--- config.mk ---
export PLATFORM = sky130hd
export DESIGN_NAME = sd_blk_xfer
export DESIGN_NICKNAME = d
export VERILOG_FILES = /design/src/rtl/sd_blk_pkg.sv /design/src/rtl/sd_crc16_acc.sv /design/src/rtl/sd_wait_timer.sv /design/src/rtl/sd_blk_xfer.sv
export SDC_FILE = /design/constraint.sdc
export NUM_CORES = 1
export LEC_CHECK = 0
export ABC_CLOCK_PERIOD_IN_PS = 3100
export CAP_MARGIN = 20
export CELL_PAD_IN_SITES_DETAIL_PLACEMENT = 0
export CELL_PAD_IN_SITES_GLOBAL_PLACEMENT = 1
export CORE_MARGIN = 10
export CORE_UTILIZATION = 44
export CTS_CLUSTER_DIAMETER = 30
export DETAILED_ROUTE_END_ITERATION = 8
export PLACE_DENSITY_LB_ADDON = 0.1
export REMOVE_ABC_BUFFERS = 1
export SETUP_SLACK_MARGIN = 0.1
export SLEW_MARGIN = 20
export SYNTH_ARGS = -nofsm -noshare
export SYNTH_HDL_FRONTEND = slang
export SYNTH_HIERARCHICAL = 1
export SYNTH_SLANG_ARGS = --single-unit
--- constraint.sdc ---
create_clock -name clk -period 3.1 [get_ports clk]
set_clock_uncertainty 0.05 [all_clocks]
set_input_delay 0.31 -clock clk [delete_from_list [all_inputs] [get_ports clk]]
set_output_delay 0.31 -clock clk [all_outputs]
set_load 0.01 [all_outputs]
--- src/rtl/sd_blk_pkg.sv ---
package sd_blk_pkg;
  localparam logic [7:0] TOKEN_START = 8'hFE;
  localparam logic [7:0] BYTE_IDLE   = 8'hFF;

  typedef enum logic [2:0] {
    XS_OK       = 3'd0,
    XS_CRC_BAD  = 3'd1,
    XS_REJ_CRC  = 3'd2,
    XS_REJ_WR   = 3'd3,
    XS_ERR_TOK  = 3'd4,
    XS_TIMEOUT  = 3'd5,
    XS_BAD_RESP = 3'd6
  } xfer_status_e;

  typedef enum logic [3:0] {
    PH_IDLE, PH_W_TOK, PH_W_DATA, PH_W_CRC_H, PH_W_CRC_L, PH_W_RESP,
    PH_W_BUSY, PH_R_WAIT, PH_R_DATA, PH_R_CRC_H, PH_R_CRC_L
  } phase_e;
endpackage

--- src/rtl/sd_crc16_acc.sv ---
module sd_crc16_acc #(
  parameter logic [15:0] POLY = 16'h1021
) (
  input  logic        clk,
  input  logic        rst_n,
  input  logic        clr,
  input  logic        en,
  input  logic [7:0]  din,
  output logic [15:0] crc
);
  logic [15:0] crc_q, crc_step, crc_d;

  always_comb begin
    crc_step = crc_q;
    for (int i = 7; i >= 0; i--) begin
      if (crc_step[15] ^ din[i]) crc_step = {crc_step[14:0], 1'b0} ^ POLY;
      else                       crc_step = {crc_step[14:0], 1'b0};
    end
  end

  always_comb begin
    crc_d = crc_q;
    if (clr)     crc_d = '0;
    else if (en) crc_d = crc_step;
  end

  always_ff @(posedge clk or negedge rst_n) begin
    if (!rst_n) crc_q <= '0;
    else        crc_q <= crc_d;
  end

  assign crc = crc_q;
endmodule

--- src/rtl/sd_wait_timer.sv ---
module sd_wait_timer #(
  parameter int MAX = 1024
) (
  input  logic clk,
  input  logic rst_n,
  input  logic clr,
  input  logic tick,
  output logic expired
);
  localparam int W = $clog2(MAX + 1);
  logic [W-1:0] cnt_q, cnt_d;

  assign expired = tick && (cnt_q == W'(MAX - 1));

  always_comb begin
    cnt_d = cnt_q;
    if (clr)                   cnt_d = '0;
    else if (tick && !expired) cnt_d = cnt_q + 1'b1;
  end

  always_ff @(posedge clk or negedge rst_n) begin
    if (!rst_n) cnt_q <= '0;
    else        cnt_q <= cnt_d;
  end


  cnt_bound_chk: assert property (@(posedge clk) disable iff (!rst_n)
    cnt_q < W'(MAX));
endmodule

--- src/rtl/sd_blk_xfer.sv ---
module sd_blk_xfer
  import sd_blk_pkg::*;
#(
  parameter int MAX_BLK  = 512,
  parameter int WAIT_MAX = 1024,
  parameter int BUSY_MAX = 65536,
  localparam int LEN_W   = $clog2(MAX_BLK + 1),
  localparam int AW      = $clog2(MAX_BLK)
) (
  input  logic             clk,
  input  logic             rst_n,
  input  logic             start,
  input  logic             wr_mode,
  input  logic             high_cap,
  input  logic [LEN_W-1:0] blk_len,
  output logic             busy,
  output logic             done,
  output logic [2:0]       status,
  output logic [3:0]       err_code,
  output logic             xchg_req,
  output logic [7:0]       xchg_tx,
  input  logic             xchg_ack,
  input  logic [7:0]       xchg_rx,
  output logic [AW-1:0]    buf_addr,
  input  logic [7:0]       buf_rdata,
  output logic             buf_we,
  output logic [7:0]       buf_wdata
);
  phase_e         ph_q, ph_d;
  logic [LEN_W-1:0] len_q, len_d, idx_q, idx_d;
  logic [7:0]     hi_q, hi_d, wdata_q, wdata_d;
  logic [AW-1:0]  waddr_q, waddr_d;
  logic           we_q, we_d, done_q, done_d;
  xfer_status_e   st_q, st_d;
  logic [3:0]     err_q, err_d;

  logic        fire, accept, last, crc_en;
  logic [7:0]  crc_din;
  logic [15:0] crc;
  logic        rd_hold, resp_hold, busy_hold;
  logic        wait_tick, busy_tick, wait_exp, busy_exp;

  assign fire   = xchg_req && xchg_ack;
  assign accept = (ph_q == PH_IDLE) && start;
  assign last   = (idx_q == len_q - 1'b1);

  assign rd_hold   = (xchg_rx != TOKEN_START) && (xchg_rx[7:4] != 4'h0);
  assign resp_hold = (xchg_rx == BYTE_IDLE);
  assign busy_hold = (xchg_rx == 8'h00);
  assign wait_tick = fire && (((ph_q == PH_R_WAIT) && rd_hold) ||
                              ((ph_q == PH_W_RESP) && resp_hold));
  assign busy_tick = fire && (ph_q == PH_W_BUSY) && busy_hold;

  assign crc_en  = fire && ((ph_q == PH_W_DATA) || (ph_q == PH_R_DATA));
  assign crc_din = (ph_q == PH_W_DATA) ? buf_rdata : xchg_rx;

  sd_crc16_acc #(.POLY(16'h1021)) u_crc (
    .clk(clk), .rst_n(rst_n), .clr(accept), .en(crc_en), .din(crc_din), .crc(crc)
  );

  sd_wait_timer #(.MAX(WAIT_MAX)) u_wait_tmr (
    .clk(clk), .rst_n(rst_n), .clr(accept), .tick(wait_tick), .expired(wait_exp)
  );

  sd_wait_timer #(.MAX(BUSY_MAX)) u_busy_tmr (
    .clk(clk), .rst_n(rst_n), .clr(accept), .tick(busy_tick), .expired(busy_exp)
  );

  always_comb begin
    case (ph_q)
      PH_W_TOK:   xchg_tx = TOKEN_START;
      PH_W_DATA:  xchg_tx = buf_rdata;
      PH_W_CRC_H: xchg_tx = crc[15:8];
      PH_W_CRC_L: xchg_tx = crc[7:0];
      default:    xchg_tx = BYTE_IDLE;
    endcase
  end

  always_comb begin
    ph_d    = ph_q;
    len_d   = len_q;
    idx_d   = idx_q;
    hi_d    = hi_q;
    st_d    = st_q;
    err_d   = err_q;
    done_d  = 1'b0;
    we_d    = 1'b0;
    waddr_d = waddr_q;
    wdata_d = wdata_q;
    case (ph_q)
      PH_IDLE: if (start) begin
        ph_d  = wr_mode ? PH_W_TOK : PH_R_WAIT;
        len_d = high_cap ? LEN_W'(MAX_BLK) : blk_len;
        idx_d = '0;
        st_d  = XS_OK;
        err_d = '0;
      end
      PH_W_TOK: if (fire) ph_d = PH_W_DATA;
      PH_W_DATA: if (fire) begin
        idx_d = idx_q + 1'b1;
        if (last) ph_d = PH_W_CRC_H;
      end
      PH_W_CRC_H: if (fire) ph_d = PH_W_CRC_L;
      PH_W_CRC_L: if (fire) ph_d = PH_W_RESP;
      PH_W_RESP: if (fire) begin
        if (resp_hold) begin
          if (wait_exp) begin ph_d = PH_IDLE; done_d = 1'b1; st_d = XS_TIMEOUT; end
        end else begin
          case (xchg_rx[3:1])
            3'b010:  ph_d = PH_W_BUSY;
            3'b101:  begin ph_d = PH_IDLE; done_d = 1'b1; st_d = XS_REJ_CRC; end
            3'b110:  begin ph_d = PH_IDLE; done_d = 1'b1; st_d = XS_REJ_WR; end
            default: begin ph_d = PH_IDLE; done_d = 1'b1; st_d = XS_BAD_RESP; end
          endcase
        end
      end
      PH_W_BUSY: if (fire) begin
        if (!busy_hold) begin ph_d = PH_IDLE; done_d = 1'b1; st_d = XS_OK; end
        else if (busy_exp) begin ph_d = PH_IDLE; done_d = 1'b1; st_d = XS_TIMEOUT; end
      end
      PH_R_WAIT: if (fire) begin
        if (xchg_rx == TOKEN_START) ph_d = PH_R_DATA;
        else if (xchg_rx[7:4] == 4'h0) begin
          ph_d = PH_IDLE; done_d = 1'b1; st_d = XS_ERR_TOK; err_d = xchg_rx[3:0];
        end else if (wait_exp) begin
          ph_d = PH_IDLE; done_d = 1'b1; st_d = XS_TIMEOUT;
        end
      end
      PH_R_DATA: if (fire) begin
        we_d    = 1'b1;
        waddr_d = idx_q[AW-1:0];
        wdata_d = xchg_rx;
        idx_d   = idx_q + 1'b1;
        if (last) ph_d = PH_R_CRC_H;
      end
      PH_R_CRC_H: if (fire) begin hi_d = xchg_rx; ph_d = PH_R_CRC_L; end
      PH_R_CRC_L: if (fire) begin
        ph_d   = PH_IDLE;
        done_d = 1'b1;
        st_d   = ({hi_q, xchg_rx} == crc) ? XS_OK : XS_CRC_BAD;
      end
      default: ph_d = PH_IDLE;
    endcase
  end

  always_ff @(posedge clk or negedge rst_n) begin
    if (!rst_n) begin
      ph_q    <= PH_IDLE;
      len_q   <= '0;
      idx_q   <= '0;
      hi_q    <= '0;
      st_q    <= XS_OK;
      err_q   <= '0;
      done_q  <= 1'b0;
      we_q    <= 1'b0;
      waddr_q <= '0;
      wdata_q <= '0;
    end else begin
      ph_q    <= ph_d;
      len_q   <= len_d;
      idx_q   <= idx_d;
      hi_q    <= hi_d;
      st_q    <= st_d;
      err_q   <= err_d;
      done_q  <= done_d;
      we_q    <= we_d;
      waddr_q <= waddr_d;
      wdata_q <= wdata_d;
    end
  end

  assign busy      = (ph_q != PH_IDLE);
  assign xchg_req  = busy;
  assign done      = done_q;
  assign status    = st_q;
  assign err_code  = err_q;
  assign buf_we    = we_q;
  assign buf_wdata = wdata_q;
  assign buf_addr  = we_q ? waddr_q : idx_q[AW-1:0];


  done_pulse_chk: assert property (@(posedge clk) disable iff (!rst_n)
    done |=> !done);

  done_idle_chk: assert property (@(posedge clk) disable iff (!rst_n)
    done |-> !busy);

  status_hold_chk: assert property (@(posedge clk) disable iff (!rst_n)
    (!busy && !start) |=> $stable(status));

  we_range_chk: assert property (@(posedge clk) disable iff (!rst_n)
    buf_we |-> (LEN_W'(buf_addr) < len_q));
endmodule

# [Word level (Yosys, flattened, before mapping)]
# Cells that the tools add are included.
[op_classes] addsub=4 mux=75 bitwise_logic=16 n_reduce_logical=36 n_eq_ne=38
[ops] cell="13-bit 2-to-1 mux" n=8
[ops] cell="4-bit 2-to-1 mux" n=23
[ops] cell="4-bit case mux with 11 select lines" n=1
[ops] cell="3-bit 2-to-1 mux" n=13
[ops] cell="17-bit 2-to-1 mux" n=2
[ops] cell="16-bit 2-to-1 mux" n=2
[ops] cell="8-bit case mux with 4 select lines" n=1
[ops] cell="10-bit 2-to-1 mux" n=3
[ops] cell="2-bit != test (second input constant)" n=14
[ops] cell="3-bit inverter" n=8
[ops] cell="11-bit 2-to-1 mux" n=2
[ops] cell="10-bit case mux with 2 select lines" n=1
[ops] cell="17-bit by 1-bit adder with 17-bit output (second input constant)" n=1
[ops] cell="17-bit by 16-bit equality test with 1-bit output (second input constant)" n=1
[ops] cell="16-bit equality test" n=1
[ops] cell="4-bit by 3-bit equality test with 1-bit output (second input constant)" n=4
[ops] cell="8-bit equality test (second input constant)" n=2
[ops] cell="3-bit case mux with 5 select lines" n=1
[ops] cell="14-bit AND reduction" n=1
[ops] cell="1-bit logical AND" n=13
[ops] cell="1-bit 2-to-1 mux" n=13
[ops] cell="4-bit equality test (second input constant)" n=3
[ops] cell="11-bit by 1-bit adder with 11-bit output (second input constant)" n=1
[ops] cell="11-bit by 10-bit equality test with 1-bit output (second input constant)" n=1
[ops] cell="other kinds (29)" n=49
[totals] reg_bits=102 wordCells=182 in_bits=32 out_inout_bits=36

# [Logic depth before layout (Yosys ltp)]
# Gate-level depths: netlist (run 1).
[logic_depth] word_depth=20 ltp_mapped=13 ltp_nobuf=12

# [Cells and area by module]
# Netlist (run 1), hierarchy kept.
[modules_own_cells] module="sd_blk_xfer" seq_area_each_um2=1451.4 n_inst=1 area_per_inst_um2=3848.7 cells_per_inst=462
[modules_own_cells] module="sd_crc16_acc" seq_area_each_um2=400.4 n_inst=1 area_per_inst_um2=1043.5 cells_per_inst=79
[modules_own_cells] module="sd_wait_timer at u_busy_tmr" seq_area_each_um2=425.4 n_inst=1 area_per_inst_um2=893.4 cells_per_inst=91
[modules_own_cells] module="sd_wait_timer at u_wait_tmr" seq_area_each_um2=275.3 n_inst=1 area_per_inst_um2=659.4 cells_per_inst=66

# [Worst setup path before layout (run 1)]
# Ideal clock, no wire load.
[synth_timing] kind="input-to-reg" startpoint="input xchg_rx[5]" endpoint="register u_busy_tmr.cnt_q[13]" path_buffers=2 path_stages=9 path_slack_ns=0.147 setup_time_ns=0.125 required_ns=2.925 arrival_ns=2.778 cell_sequence="buf_2 or4_4 or4_4 nor2_1 nor2b_1 clkbuf_1 o211ai_1 nor4_1 mux2_2"
[synth_between] elab_chain_len=6
[synth_lines] element="start, declared" line="sd_blk_xfer.sv:23" rtl="input logic [7:0] xchg_rx,"
[synth_lines] element="8-bit zero test *" line="sd_blk_xfer.sv:49" rtl="assign busy_hold = (xchg_rx == 8'h00);"
[synth_lines] element="1-bit logical AND *" line="sd_blk_xfer.sv:52" rtl="assign busy_tick = fire && (ph_q == PH_W_BUSY) && busy_hold;"
[synth_lines] element="net busy_tick" line="sd_blk_xfer.sv:41" rtl="logic wait_tick, busy_tick, wait_exp, busy_exp;"
[synth_lines] element="1-bit logical AND" line="sd_wait_timer.sv:13" rtl="assign expired = tick && (cnt_q == W'(MAX - 1));"
[synth_lines] element="1-bit zero test" line="sd_wait_timer.sv:18" rtl="else if (tick && !expired) cnt_d = cnt_q + 1'b1;"
[synth_lines] element="1-bit logical AND *" line="sd_wait_timer.sv:18"
[synth_lines] element="2-bit nonzero test (no source line) *"
[synth_lines] element="end signal, assigned" line="sd_wait_timer.sv:23" rtl="else cnt_q <= cnt_d;"
[synth_lines] element="end, declared" line="sd_wait_timer.sv:11" rtl="logic [W-1:0] cnt_q, cnt_d;"
# The timed path passes the listed nets; every way through them passes the cells marked *.
# A chain may end at the register's enable or synchronous reset.

# [Final worst setup path (run 1)]
# Ends and elaborated chain as after synthesis.

==> results of run 1 <==
==> cells in the final DEF, fill, tap and decap left out, types with 15 or more instances in the layout <==
master	netlist	final
dfrtp_1	102	99
a21oi_1	31	31
buf_4	1	38
mux2_2	25	25
xnor2_1	39	39
o21ai_0	36	36
nor2_1	70	68
nand4_1	15	15
clkdlybuf4s50_1	0	66
inv_1	22	21
nand2_1	88	88
==> layout make-up <==
type	instances	area [um^2]
Fill cell	1366	6590
Multi-Input combinational cell	531	3640
Sequential cell	102	2560
Timing Repair Buffer	107	996
Clock buffer	14	274
Tap cell	184	230
Inverter	25	93.8
Clock inverter	2	38.8
==> flip-flops by register name, summed over array words and instances, names as in the netlist <==
| name | cells |
|---|---|
| buf_we | 1 |
| waddr_q | 9 |
| u_wait_tmr/cnt_q | 11 |
| done | 1 |
| len_q | 10 |
| status | 3 |
| buf_wdata | 8 |
| hi_q | 8 |
| ph_q | 4 |
| u_crc/crc | 16 |
| u_busy_tmr/cnt_q | 17 |
| idx_q | 10 |
| err_code | 4 |
==> worst paths after layout <==
check	depth (start not counted)	end	from	slack [ps]
worst max register to register	13	ph_q[0]	ph_q[3]	320
worst min register to register	2	buf_wdata[6]	buf_wdata[6]	430
max in group asynchronous	3	err_code[0]	rst_n	1830
worst max-delay path	8	u_busy_tmr/cnt_q[13]	xchg_rx[5]	270
min in group clk	2	buf_wdata[6]	buf_wdata[6]	430
worst min-delay path	2	waddr_q[4]	rst_n	420
==> power by group through the flow <==
stage	clock network (W)	logic, W	registers (W)
CTS	0.00124	0.00281	0.00195
global route	0.00128	0.00307	0.00201
floorplan	0	0.00185	0.00190
finish	0.00120	0.00281	0.00196
global placement	0	0.00274	0.00197
detailed placement	0	0.00279	0.00197
==> through the flow <==
step | instances | utilization | setup TNS, ps | total power, W
2_1_floorplan | 658 | - | -192 | 0.00374
3_3_place_gp | 948 | 0.519 | -383 | 0.00470
3_5_place_dp | 948 | 0.519 | -745 | 0.00476
4_1_cts | 965 | 0.542 | 0 | 0.00600
5_1_grt | 965 | 0.543 | 0 | 0.00636
6_report | 965 | 0.543 | 0 | 0.00597
==> layer usage <==
layer / track usage / up-vias / share of wire
met5: 0 / - / 0
met3: 0.0386 / 29 / 0.046
met2: 0.301 / 130 / 0.49
met1: 0.232 / 2724 / 0.44
met4: 0.0701 / 0 / 0.023
li1: - / 2642 / -
==> timing repair <==
item                                    in CTS  in global routing
endpoints found under the setup margin       0                  9
resized for setup                            0                  7
hold endpoints to repair                    38                  0
setup buffers                                0                  0
hold buffers                                 1                  0
==> cell families after synthesis <==
logic type,Yosys count
buffers and inverters,65
adders and majority gates,5
and+or+nand+nor,284
AOI/OAI and AO/OA,144
DFF,102
muxes,31
xor gates and xnor gates,67
==> results by group, run 1 <==
Placement
  – Port bufs: 67
  – Placement Setup Slack: -162 ps
  – GP Congestion: 0.936
  – Placed cell area: 0.00749 mm^2
  – Hpwl dp: 13100 um

STA
  – Max Fclk: 354 MHz
  – RSZ-0062 raised after global routing: no
  – Minimum clock period: 2830 ps
  – Period Utilization, post-route: 0.911
  – Max-Slew Margin vs Limit: 0.606
  – Worst Slack Setup Final: 274 ps
  – Fin. max-slew vios: 0
  – Hold WS: 420 ps
  – Final hold violations: 0
  – Setup violations, final: 0
  – Worst-margin pin slew: 589 ps

Pwr
  – Power per cell area: 763 mW/mm^2
  – Net Sw Frac: 0.377
  – P_sw: 0.00225 W
  – Leakage: 3.36 nW
  – P_int: 0.00372 W
  – Clk pwr share: 0.202
  – Worst vdd ir: 491 uV
  – Seq pwr share: 0.327
  – Comb pwr share: 0.471

Detailed routing
  – DR iter-0 viols: 377
  – Routed WL: 18200 um
  – Final antenna-violating net count: 0
  – Post-DR wirelength/cell: 18.9 um
  – Vias/cell: 5.73
  – First-pass DRT Iterations: 5
  – # DRC: 0
  – Vias: 5525

Yosys
  – Largest family of logic cells by synthesized area: simple AND/OR/NAND/NOR gates
  – Synth Area in Simple Gates: 0.228
  – Post-Synth Adder-Cell Area: 0.00971
  – Synth Area in Compound Gates: 0.150
  – List of most frequent post-synthesis cells: dfrtp_1, nand2_1, nor2_1
  – Sequential area share after synthesis: 0.396
  – Number of synthesized register bits: 102
  – Ys Warns: 6
  – Synth async-reset ratio: 1.00
  – Cell count after synthesis: 698
  – Netlist cell types: 86
  – Mean post-synth cell area: 9.23 um^2
  – Post-synthesis xor/xnor area fraction: 0.122
  – Largest area contributor in the netlist: dfrtp_1
  – Mapped cell area: 0.00644 mm^2
  – Post-synth top area share: 0.396
  – Mux share of post-synthesis cell area: 0.0530
  – Most used DFF post-synth: dfrtp_1
  – Ranking of synthesized cells by area: dfrtp_1, xnor2_1, nand2_1, mux2_2, nor2_1
  – Leading cell type by number of instances after synthesis: dfrtp_1
  – Post-synth EDFFs: 0

Global routing
  – First-pass GRT wire length: 29900 um
  – Largest net degree at the start of global routing: 65
  – GR Overflow Total: 0
  – GRT Util Overall: 0.184
  – Antenna violations before repair: 0
  – Vias in the first global route: 5545

Outcome
  – Outcome: complete, no violations

Setup path
  – Worst EP required: 3290 ps
  – Crit path largest cell delay: 560 ps
  – Worst path slowest cell: or4_4
  – Critical Path Source Type: input port
  – Crit path max-delay family: simple AND/OR/NAND/NOR gates
  – Critical path start-end classification: in2reg
  – WP buf/inv: 1
  – Critical Path, Cell by Cell: clkdlybuf4s50_1 > or4_4 > or4_4 > nor2_2 > nor2b_1 > o211ai_1 > nor4_1 > mux2_2
  – Critical path's most frequent cell: or4_4
  – Worst Path Arrival: 3020 ps
  – CP Max Fanout: 4
  – CP endpoint kind: flop

Finish
  – Layout cells sized above 1: 0.145
  – Design area: 0.00783 mm^2
  – Fin nets: 813
  – Diodes inserted: 0
  – Layout area overhead: 21.5%

Min path
  – Min-delay worst type: in2async

Clock tree
  – Clk sink count: 102
  – CTS root buf: clkbuf_16
  – TritonCTS clock tree: yes
  – Clk_lat worst skew: 360 ps
  – H-Tree Depth: 3
  – Num CTS Buffers: 9
  – Max clock buf depth: 2
  – Worst-path clk slew: 70 ps

Floorplanning
  – Site Rows: 44
  – Full die area: 0.0199 mm^2
  – DIE HEIGHT: 141 um
  – Die width: 141 um
  – I/O pin count: 68
  – Core Area: 0.0144 mm^2
  – Initial Util: 0.447

Run
  – MaxCap Viol Count: 0
Note: power is estimated with default switching activity, not from simulation.
==> run 2: changes to the inputs <==
ABC_CLOCK_PERIOD_IN_PS = unset   (was 3100)
==> results of run 2 <==
Final layout, timing and power as in run 1 (identical DEF).
==> run 3: changes to the inputs <==
CORE_ASPECT_RATIO = 1.1   (was unset)
==> run 3 against run 2 <==
  * The flow now finishes with violations (negative hold slack)
  * First-iteration DRC count rose by 3.7%
  * Register-to-register slack improved by 60 ps
  * Via count fell by 0.36%
  * Sequential power barely moved
  * Design area rose by 0.59%
  * Largest cell class unchanged
  * Largest power group unchanged
==> results by group, run 3 (same netlist as run 1, synthesis figures left out) <==
Setup path
  – FF-to-FF path depth: 12 (-1)
  – R2R Setup Slk: 380 ps (+60 ps)
  – RR Startpoint: ph_q[1]
  – Critical path start-end classification: in2reg
  – Critical Path Source Type: input port
  – Critical Path, Cell by Cell: clkdlybuf4s50_1 > or4_4 > or4_4 > nor2_2 > nand3b_1 > or3_4 > or4_1 > a21oi_1
  – FF-to-FF End: ph_q[1]
  – Crit path largest cell delay: 560 ps (about the same)
  – CP endpoint kind: flop
  – Critical path's most frequent cell: or4_4
  – Worst Path Arrival: 3070 ps (+50 ps)
  – Worst path slowest cell: or4_4
  – Worst EP required: 3330 ps (+40 ps)
  – CP Max Fanout: 4 (unchanged)

Global routing
  – First-pass GRT wire length: 29800 um (-0.14%)
  – GRT Util Overall: 0.184 (-0.000184)
  – GR Overflow Total: 0 (unchanged)
  – Antenna violations before repair: 0 (unchanged)
  – Vias in the first global route: 5522 (-0.41%)
  – Largest net degree at the start of global routing: 84 (+29%)

Clock tree
  – # hold bufs at CTS: 0 (-1)
  – Clk_lat worst skew: 360 ps (about the same)
  – TritonCTS clock tree: yes
  – H-Tree Depth: 3 (unchanged)
  – Num CTS Buffers: 9 (unchanged)
  – Post_cts resized: 0 (unchanged)
  – Clk sink count: 102 (unchanged)
  – # Post-CTS Setup Buffers: 0 (unchanged)
  – Max clock buf depth: 2 (unchanged)
  – CTS root buf: clkbuf_16
  – Worst-path clk slew: 80 ps (about the same)

Finish
  – Top reg by flops: u_busy_tmr/cnt_q
  – Commonest cells after routing, fill and taps aside: dfrtp_1, nand2_1, nor2_1
  – Final core occ: 0.547 (+0.00454)
  – Fin nets: 817 (+0.49%)
  – Layout area overhead: 22.2%
  – Largest register FFs: 17 (unchanged)
  – Diodes inserted: 0 (unchanged)
  – Layout cells sized above 1: 0.153 (+0.00818)
  – Commonest non-fill, non-tap cell in the layout: dfrtp_1

Floorplanning
  – Initial Util: 0.448 (+0.00109)
  – DIE HEIGHT: 147 um (+4.2%)
  – Die width: 135 um (-4.0%)
  – Full die area: 0.0199 mm^2 (about the same)
  – Core Area: 0.0144 mm^2 (-0.24%)
  – I/O pin count: 68 (unchanged)
  – Site Rows: 46 (+4.5%)

STA
  – Fin. max-slew vios: 0 (unchanged)
  – Period Utilization, post-route: 0.917 (+0.00528)
  – Worst Slack Setup Final: 258 ps (-16.4 ps)
  – Max-Slew Margin vs Limit: 0.465 (-0.142)
  – Setup violations, final: 0 (unchanged)
  – RSZ-0062 raised after global routing: no
  – Worst-margin pin slew: 803 ps (+214 ps)
  – Final hold violations: 41 (+41)
  – Max Fclk: 352 MHz (-0.58%)
  – Hold WS: -52.2 ps (-472 ps)
  – Minimum clock period: 2840 ps (+16.4 ps)

Placement
  – GP Congestion: 0.903 (-3.6%)
  – Port bufs: 67 (unchanged)
  – Placement Setup Slack: -196 ps (-34.4 ps)
  – Hpwl dp: 13100 um (+0.24%)

Pwr
  – Leakage: 3.39 nW (+0.74%)
  – Worst vdd ir: 431 uV (-12%)
  – Power per cell area: 770 mW/mm^2 (+1.0%)
  – Total power draw: 0.00607 W (+1.6%)

Run
  – MaxCap Viol Count: 0 (unchanged)

Detailed routing
  – DR iter-0 viols: 391 (+3.7%)
  – Post-DR wirelength/cell: 18.4 um (-2.3%)
  – Vias/cell: 5.63 (-1.6%)
  – Vias: 5505 (-0.36%)
  – Routed WL: 18000 um (-1.1%)
  – Final antenna-violating net count: 0 (unchanged)
  – # DRC: 0 (unchanged)
  – First-pass DRT Iterations: 5 (unchanged)

Min path
  – Min-delay worst type: in2async

Outcome
  – Outcome: finished, violations left
  – Violated checks: negative hold slack
## run 3: changes by cell type in the layout (fill, tap and decap cells not counted), moves of 2 or more
cell / delta
clkbuf_8: -3
buf_4: +5
clkbuf_1: -2
inv_6: +3
## run 3: stage by stage
| step | cells | cell area, um^2 | setup TNS [ps] |
|---|---|---|---|
| after CTS | 977 | 7850 | 0 |
| after floorplan | 658 | 6270 | -192 |
| after global routing | 977 | 7880 | 0 |
| final | 977 | 7880 | 0 |
| after global placement | 961 | 7520 | -382 |
| after detailed placement | 961 | 7520 | -717 |
## run 3: power by group
group          leakage, nW  internal [W]  total [W]  switching, W
clock                0.161      0.000720    0.00128      0.000556
sequential            1.38       0.00157    0.00195      0.000375
combinational         1.84       0.00147    0.00285       0.00137
## run 3: final cells by class
type                       count  area (um^2)
tap                          192          240
clock buffer                   9          225
multi-input combinational    531         3640
sequential                   102         2560
fill                        1348         6510
clock inverter                 7          104
inverter                      25         93.8
timing repair buffer         111         1010
## run 3: worst max-delay path by stage
| stage | startpoint | end | slack [ps] | cells past startpoint |
|---|---|---|---|---|
| 3_5_place_dp | xchg_rx[4] | u_busy_tmr/cnt_q[13] | -200 | 8 |
| 5_1_grt | xchg_rx[4] | status[2] | 100 | 10 |
| 3_3_place_gp | xchg_rx[4] | u_busy_tmr/cnt_q[13] | -140 | 8 |
| 2_1_floorplan | ph_q[0] | u_busy_tmr/cnt_q[13] | -190 | 8 |
| 6_report | xchg_rx[4] | u_busy_tmr/cnt_q[14] | 260 | 8 |
| 4_1_cts | xchg_rx[4] | u_busy_tmr/cnt_q[13] | 180 | 8 |
## run 3: layer usage
layer | global-route usage | part of all wire | vias up | wire [um]
met2 | 0.305 | 0.50 | 120 | 8990
met5 | 0 | 0 | - | 0
met3 | 0.0273 | 0.042 | 17 | 752
li1 | - | - | 2658 | -
met1 | 0.238 | 0.44 | 2710 | 7990
met4 | 0.0593 | 0.015 | 0 | 270
## run 3: worst max-delay path: cells and delay by family
family / cells / cell delay (ps)
buf+inv: 1 / 450
simple gates: 6 / 2140
compound gates: 1 / 170
